File: src/rtl/qdr_pkg.sv
package qdr_pkg;
  localparam int unsigned QDR_DW  = 16;
  localparam int unsigned QDR_NCH = 4;
  localparam int unsigned QDR_SYNC = 2;

  typedef enum logic {
    CLR_TO_ZERO = 1'b0,
    CLR_TO_MID  = 1'b1
  } clr_target_e;
endpackage

File: src/rtl/qdr_edge_sync.sv
module qdr_edge_sync #(
  parameter int unsigned LANES  = 3,
  parameter int unsigned STAGES = 2,
  parameter logic [LANES-1:0] EDGE_MASK = '1
) (
  input  logic             clk,
  input  logic             rst,
  input  logic [LANES-1:0] pin_in,
  output logic [LANES-1:0] ev_o
);
  // pipe[0..STAGES-1] is the synchronizer chain, pipe[STAGES] the previous value
  logic [LANES-1:0] pipe [STAGES+1];

  always_ff @(posedge clk) begin
    if (rst) begin
      for (int i = 0; i <= STAGES; i++) pipe[i] <= '0;
    end else begin
      pipe[0] <= pin_in;
      for (int i = 1; i <= STAGES; i++) pipe[i] <= pipe[i-1];
    end
  end

  for (genvar g = 0; g < LANES; g++) begin : g_lane
    if (EDGE_MASK[g]) begin : g_edge
      assign ev_o[g] = pipe[STAGES-1][g] & ~pipe[STAGES][g];
      // an edge lane gives one pulse per rising edge, never two in a row
      p_single_pulse_r6: assert property (@(posedge clk) disable iff (rst)
        ev_o[g] |=> !ev_o[g]);
    end else begin : g_level
      assign ev_o[g] = pipe[STAGES-1][g];
    end
  end
endmodule

File: src/rtl/qdr_host_if.sv
module qdr_host_if #(
  parameter int unsigned DW  = 16,
  parameter int unsigned NCH = 4,
  localparam int unsigned AW = $clog2(NCH)
) (
  input  logic              clk,
  input  logic              rst,
  input  logic              cs_n,
  input  logic              rd_wr,
  input  logic [AW-1:0]     addr,
  input  logic [DW-1:0]     data_in,
  input  logic [NCH*DW-1:0] in_flat,
  output logic [NCH-1:0]    wr_en,
  output logic [DW-1:0]     wr_data,
  output logic [DW-1:0]     data_out,
  output logic              data_oe
);
  logic          cs_q;
  logic          lat_wr;
  logic [AW-1:0] lat_addr;
  logic [DW-1:0] lat_data;
  logic          commit;
  logic          rd_now;

  always_ff @(posedge clk) begin
    if (rst) begin
      cs_q     <= 1'b1;
      lat_wr   <= 1'b0;
      lat_addr <= '0;
      lat_data <= '0;
    end else begin
      cs_q <= cs_n;
      if (!cs_n) begin
        lat_addr <= addr;
        lat_data <= data_in;
        lat_wr   <= ~rd_wr;
      end
    end
  end

  assign commit  = cs_n & ~cs_q & lat_wr;
  assign wr_data = lat_data;

  for (genvar i = 0; i < NCH; i++) begin : g_dec
    assign wr_en[i] = commit && (lat_addr == AW'(i));
  end

  assign rd_now = ~cs_n & rd_wr;

  always_ff @(posedge clk) begin
    if (rst) begin
      data_oe  <= 1'b0;
      data_out <= '0;
    end else begin
      data_oe  <= rd_now;
      data_out <= rd_now ? in_flat[int'(addr)*DW +: DW] : '0;
    end
  end

  p_oe_idle_r4: assert property (@(posedge clk) disable iff (rst)
    (cs_n || !rd_wr) |=> !data_oe);
  p_one_commit_r1: assert property (@(posedge clk) disable iff (rst)
    $onehot0(wr_en));
  p_read_no_write_r10: assert property (@(posedge clk) disable iff (rst)
    (!cs_n && rd_wr) |=> (wr_en == '0));
endmodule

File: src/rtl/quad_dac_regbank.sv
module quad_dac_regbank
  import qdr_pkg::*;
#(
  parameter int unsigned DW     = QDR_DW,
  parameter int unsigned NCH    = QDR_NCH,
  parameter int unsigned STAGES = QDR_SYNC,
  localparam int unsigned AW    = $clog2(NCH)
) (
  input  logic              clk,
  input  logic              rst,
  input  logic              cs_n,
  input  logic              rd_wr,
  input  logic [AW-1:0]     addr,
  input  logic [DW-1:0]     data_in,
  output logic [DW-1:0]     data_out,
  output logic              data_oe,
  input  logic              load_req,
  input  logic              clr_req,
  input  logic              clr_mid,
  output logic [NCH*DW-1:0] dac_vals
);
  localparam logic [DW-1:0] MID_CODE = DW'(1) << (DW-1);

  logic [2:0]      sync_ev;
  logic            ld_rise;
  logic            clr_rise;
  clr_target_e     clr_tgt;
  logic [DW-1:0]   clr_val;
  logic [NCH-1:0]  wr_en;
  logic [DW-1:0]   wr_data;
  logic [NCH*DW-1:0] in_flat;
  logic [DW-1:0]   in_q  [NCH];
  logic [DW-1:0]   dac_q [NCH];

  qdr_edge_sync #(
    .LANES(3), .STAGES(STAGES), .EDGE_MASK(3'b011)
  ) u_sync (
    .clk(clk), .rst(rst),
    .pin_in({clr_mid, clr_req, load_req}),
    .ev_o(sync_ev)
  );

  assign ld_rise  = sync_ev[0];
  assign clr_rise = sync_ev[1];
  assign clr_tgt  = clr_target_e'(sync_ev[2]);
  assign clr_val  = (clr_tgt == CLR_TO_MID) ? MID_CODE : '0;

  qdr_host_if #(.DW(DW), .NCH(NCH)) u_host (
    .clk(clk), .rst(rst),
    .cs_n(cs_n), .rd_wr(rd_wr), .addr(addr), .data_in(data_in),
    .in_flat(in_flat),
    .wr_en(wr_en), .wr_data(wr_data),
    .data_out(data_out), .data_oe(data_oe)
  );

  for (genvar i = 0; i < NCH; i++) begin : g_ch
    always_ff @(posedge clk) begin
      if (rst)            in_q[i] <= '0;
      else if (clr_rise)  in_q[i] <= clr_val;
      else if (wr_en[i])  in_q[i] <= wr_data;
    end

    always_ff @(posedge clk) begin
      if (rst)            dac_q[i] <= '0;
      else if (clr_rise)  dac_q[i] <= clr_val;
      else if (ld_rise)   dac_q[i] <= in_q[i];
    end

    assign in_flat[i*DW +: DW]  = in_q[i];
    assign dac_vals[i*DW +: DW] = dac_q[i];
  end

  p_dac_hold_r2: assert property (@(posedge clk) disable iff (rst)
    (!ld_rise && !clr_rise) |=> $stable(dac_vals));
  p_load_copy_r5: assert property (@(posedge clk) disable iff (rst)
    (ld_rise && !clr_rise) |=> (dac_vals == $past(in_flat)));
  p_clear_fill_r7: assert property (@(posedge clk) disable iff (rst)
    clr_rise |=> (dac_vals == {NCH{$past(clr_val)}}));
  p_clear_beats_write_r8: assert property (@(posedge clk) disable iff (rst)
    (clr_rise && (wr_en != '0)) |=> (in_flat == {NCH{$past(clr_val)}}));
endmodule

File: config.mk
export PLATFORM = sky130hd
export DESIGN_NAME = quad_dac_regbank
export DESIGN_NICKNAME = d
export VERILOG_FILES = /design/src/rtl/qdr_pkg.sv /design/src/rtl/qdr_edge_sync.sv /design/src/rtl/qdr_host_if.sv /design/src/rtl/quad_dac_regbank.sv
export SDC_FILE = /design/constraint.sdc
export NUM_CORES = 1
export LEC_CHECK = 0
export BUFFER_PORTS_ARGS = -buffer_cell sky130_fd_sc_hd__buf_2
export CAP_MARGIN = 25
export CORE_MARGIN = 10
export CORE_UTILIZATION = 59
export CTS_BUF_LIST = sky130_fd_sc_hd__clkbuf_4 sky130_fd_sc_hd__clkbuf_8
export DETAILED_ROUTE_END_ITERATION = 12
export GPL_TIMING_DRIVEN = 0
export PLACE_DENSITY = 0.82
export SLEW_MARGIN = 15
export SYNTH_ARGS = -nofsm -noshare
export SYNTH_HDL_FRONTEND = slang
export SYNTH_SLANG_ARGS = --single-unit
File: constraint.sdc
create_clock -name clk -period 3.5 [get_ports clk]
set_input_delay 0 -clock clk [delete_from_list [all_inputs] [get_ports clk]]
set_output_delay 0 -clock clk [all_outputs]
set_load 0.005 [all_outputs]
After elaboration in Yosys (flattened, before gate mapping)

Memories as Yosys holds them, arrays and structs flattened.
Index checks and enable logic that the tools add are counted.

Register bits after elaboration: 37
Bits in latches: 0
Bits in writable memories: 137
Bits in read-only memories: 0
Input bits: 25
Output and inout port bits: 81
Word-level logic and storage cells: 95
Memories kept: 3

Add/subtract/negate cells: 0
Multipliers: 0
Divide/modulo/power cells: 0
Magnitude comparators: 0
Eq/ne operators: 3
Shifts and indexed selects: 1
Multiplexer cells: 46
Bitwise gates (word level): 30
Reduce and logical (&&, ||, !) cells: 6

Memory list:

| name        | words | width | read ports | clocked after Yosys merged registers in | write ports | line                   | source |
|---|---|---|---|---|---|---|---|
| dac_q       | 4     | 16    | 4          | 0                                       | 4           | quad_dac_regbank.sv:33 | `logic [DW-1:0] dac_q [NCH];` |
| in_q        | 4     | 16    | 4          | 0                                       | 4           | quad_dac_regbank.sv:32 | `logic [DW-1:0] in_q [NCH];` |
| u_sync.pipe | 3     | 3     | 3          | 0                                       | 3           | qdr_edge_sync.sv:12    | `logic [LANES-1:0] pipe [STAGES+1];` |

Operators by type and width:

| cell                                           | count |
|---|---|
| two-way mux 16 bit                             | 17 |
| indexed part select 64 x 7 -> 16 bit           | 1 |
| two-way mux 1 bit                              | 26 |
| OR 1 bit                                       | 19 |
| two-way mux 3 bit                              | 3 |
| NOT 1 bit                                      | 6 |
| bitwise AND 1 bit                              | 5 |
| == test 2 bit (second input constant)          | 2 |
| logical AND 1 bit                              | 4 |
| == test 2 x 1 -> 1 bit (second input constant) | 1 |
| zero test 2 bit                                | 1 |
| OR reduction 2 bit                             | 1 |

Depth between registers and ports, before layout

Depth in word-level cells: 9
Gate-level depth with buffers: 6
Gate-level depth less buffers: 2

By module

From an unflattened synthesis, not the netlist that was laid out.

Cells, all modules: 465
Area, all modules: 6801.5 um^2

By module, submodules not included:

| module           | times used | cells each | area each (um^2) | sequential area each (um^2) |
|---|---|---|---|---|
| quad_dac_regbank | 1          | 298        | 4927.2           | 3843.7 |
| qdr_host_if      | 1          | 148        | 1644.1           | 740.7 |
| qdr_edge_sync    | 1          | 19         | 230.2            | 160.2 |

Worst setup path before layout

OpenSTA, ideal clock, no wires.

Kind: register to register
Start: mem u_sync.pipe[2][0] (netlist: u_sync.pipe[0][6])
End: mem dac_q[0][0] (enable)
Data arrival time: 1.825 ns
Slack: 0.968 ns
Cell stages (with the launch flop): 4
Buffers on the path: 1
Period minus slack after synthesis: 2.532 ns
Cell sequence: dfxtp_1 -> nand2b_1 -> clkbuf_1 -> nand3_1

RTL lines:

| item               | line |
|---|---|
| start: declaration | qdr_edge_sync.sv:12 |
| end: declaration   | quad_dac_regbank.sv:33 |

==> results by group <==
Status
  • Status: finished clean

Cells and area
  • Net total in the final layout: 635
  • Most common cell after layout, fill and taps aside: edfxtp_1
  • Synth-to-Final Area Change: 19.7%
  • Final Cell Area: 8550 um^2
  • Layout cell share with drive strength beyond 1: a little under a third
  • Ant diodes: 0
  • Most frequent cells in the layout: 128 x edfxtp_1, 119 x buf_2, 105 x nor4b_1, 45 x dfxtp_1, 30 x clkbuf_1

Clocking
  • Clock-pin slew on the worst setup and hold paths: 0.08 ns
  • Setup bufs post-CTS: 0
  • Bufs on Longest Clock Path: 2
  • CTS root buf: clkbuf_8
  • CTS tree: yes
  • Clk sink count: 173
  • Clk_lat worst skew: 0.47 ns
  • H-tree levels: 4
  • Num CTS Buffers: 17

Logic synthesis
  • Syn Inst Count: 458
  • Top post-synthesis cells by area: edfxtp_1 54%, nor4b_1 13%, dfxtp_1 13%
  • Syn Area/Cell: 15.6 um^2
  • Synth warn: 0
  • Mux cell area share after synthesis: 7.56%
  • Area share of the largest cell type after synthesis: between 50% and 60%
  • Post-Synth Simple-Gate Area: between 20% and 30%
  • Synth unique cells: 26
  • Synth Area in XOR/XNOR: 0%
  • Register area share after synthesis: 66.4%
  • Synthesized cell area: 7150 um^2
  • Post-synthesis register bit count: roughly 170
  • Largest family of logic cells by synthesized area: simple AND/OR/NAND/NOR gates
  • Cell taking the most area after synthesis: edfxtp_1
  • Compound-Gate Fraction of Synth Area: 1.58%
  • Post-Syn Nets: just under 500
  • Post-synthesis adder-cell area fraction: 0%

Worst setup path
  • WP data arrival: about 2.2 ns
  • Critical Path Source Type: flip-flop
  • Critical R2R Launch: u_sync.pipe[0][6]
  • CP Cell Sequence: nand2b_1 > clkbuf_1 > nand3_1
  • Reg2reg end: dac_q[2][8]
  • CP Class: flip-flop to flip-flop
  • Slowest-stage cell, CP: nand3_1
  • Top delay family on crit path: simple AND/OR/NAND/NOR gates
  • Worst Path Buf+Inv: 1
  • Max stage delay on crit path: about 0.80 ns
  • R2R Setup Slk: 1.21 ns
  • R2R cell count: 3
  • Worst-path maximum fanout: 16
  • WP data required: 3.46 ns
  • Worst setup EP type: flip-flop

Floorplan
  • Die Area: 16,900 um^2
  • Core Region: 12,000 um^2
  • Starting Density: 59.7%
  • I/O Pins: 106
  • Die X: 130 um
  • Die H: approximately 130 um
  • Rows: 40

Global route
  • Grt ovf: 0
  • First-pass GRT wire length: approximately 27,000 um
  • GRT Total Usage: between 20% and 30%
  • Initial antenna violation count: 0
  • Largest net degree at the start of global routing: 34
  • Vias in the first global route: about 4.7k

Routing
  • Avg WL per Cell: ~23 um
  • DRT Pass-1 Iters: 5
  • WL final: 17,500 um
  • Post-route ant nets: 0
  • Vias per cell: 6.25
  • DR DRC count: 0
  • DR vias: 4,810
  • 1st-iter DRT viols: 522

STA
  • Final Max Slew Viols: 0
  • FMAX: 437 MHz
  • Least-Margin Pin Slew: roughly 0.94 ns
  • Clk_skew: 0.0141 ns
  • Final Setup Violations: 0
  • Final Cycle Share: 65.3%
  • Min cycle time layout: around 2.3 ns
  • Hold Violations, Final: 0
  • Unrepaired setup endpoints after global routing: false
  • Max-slew headroom: 37.3%
  • TNS Setup: 0 ns

Placement
  • IO Port Bufs: 102
  • Detailed placement HPWL: 12,800 um
  • Final RePlAce weighted congestion: 0.882
  • Dpl cell area: between 7000 and 8000 um^2

Min path
  • Hold Crit Endpoint: u_host.data_out[0]
  • Worst hold path depth: 3
  • HP Class: input pin to flip-flop
  • Min-delay src: addr[0]

Run
  • Max-cap check violation count: 0

Pwr
  • Peak supply drop: 301 uV
  • Leak: 3.15 nW
  • Power density cells: 477 nW/um^2
## worst register-to-register path, cell delays in order (launching register included)
cell      delay (ns)
dfxtp_1         0.31
nand2b_1        0.18
clkbuf_1        0.48
nand3_1         0.80
## metal layers
layer / vias to the layer above / share of wire (%) / track usage, %
li1: 2122 / - / -
met1: 2300 / 40 / 27.0
met2: 349 / 46 / 33.1
met3: 39 / 12 / 6.94
met4: 0 / 2.1 / 7.14
met5: - / 0 / 0
## final cells by class
cell class | count | area (um^2)
Buffer | 55 | 262
Multi-Input combinational cell | 224 | 2120
Inverter | 6 | 22.5
Clock buffer | 23 | 285
Sequential cell | 173 | 4740
Timing Repair Buffer | 133 | 821
Fill cell | 715 | 3410
Clock inverter | 9 | 110
Tap cell | 147 | 184
## registers in the layout, summed over array words and instances (netlist names)
register and cells:
u_host.wr_data 16, u_host.data_out 16, u_host.data_oe 1, u_host.cs_q 1, in_q 64, u_host.lat_wr 1
u_host.lat_addr 2, u_sync.pipe 8, dac_q 64
## through the flow
step / std cells / total power [mW] / utilization, % / hold WS [ns] / worst slack (ns)
2_1_floorplan: 458 / 2.57 / - / 0.128 / 0.968
3_3_place_gp: 707 / 2.70 / 65.6 / 0.211 / 0.208
3_5_place_dp: 715 / 2.72 / 66.3 / 0.214 / 1.23
4_1_cts: 770 / 4.08 / 71.5 / 0.0391 / 1.20
5_1_grt: 770 / 4.21 / 71.5 / 0.0520 / 1.12
6_report: 770 / 4.08 / 71.5 / 0.0454 / 1.21
## worst max-delay path by stage
stage	from	to	slack, ns	cells after the start
after global routing	u_sync.pipe[0][6]	dac_q[2][15]	1.12	3
after CTS	u_sync.pipe[0][6]	dac_q[2][8]	1.20	3
after detailed placement	u_sync.pipe[0][6]	dac_q[2][8]	1.23	3
after floorplan	u_sync.pipe[0][6]	dac_q[0][0]	0.97	3
final	u_sync.pipe[0][6]	dac_q[2][8]	1.21	3
after global placement	u_sync.pipe[0][6]	dac_q[3][15]	0.21	3
## synth_stat cells
library cell and instances:
a21oi_1 1, and2_1 16, buf_1 3, buf_2 17, buf_4 1, buf_6 4, clkbuf_1 30, dfxtp_1 45
edfxtp_1 128, inv_1 6, mux2i_1 18, mux4_2 16, nand2_1 2, nand2b_1 4, nand3_1 2, nand4bb_1 2
nor2_1 18, nor2b_1 9, nor3b_2 1, nor4b_1 105, nor4b_2 15, o211ai_1 4, o41ai_1 7, o41ai_2 1
or2_1 1, or2_2 2
## report_power, final
group,switching (mW),internal (mW),total [mW]
Sequential,0.0553,2.30,2.36
Combinational,0.193,0.152,0.344
Clock,0.684,0.694,1.38
## kinds of logic (layout without fill, tap and decap cells)
family,count (synthesis),after routing
flip-flops,173,173
AND/OR/NAND/NOR,177,177
buffers and inverters,61,226
multiplexers,34,34
AO/OA/AOI/OAI,13,13
## what timing repair did
action,CTS,global route
hold buffers,23,0
hold endpoints to repair,27,0
gates resized for setup,0,0
Power figures use the tool's default switching activity.
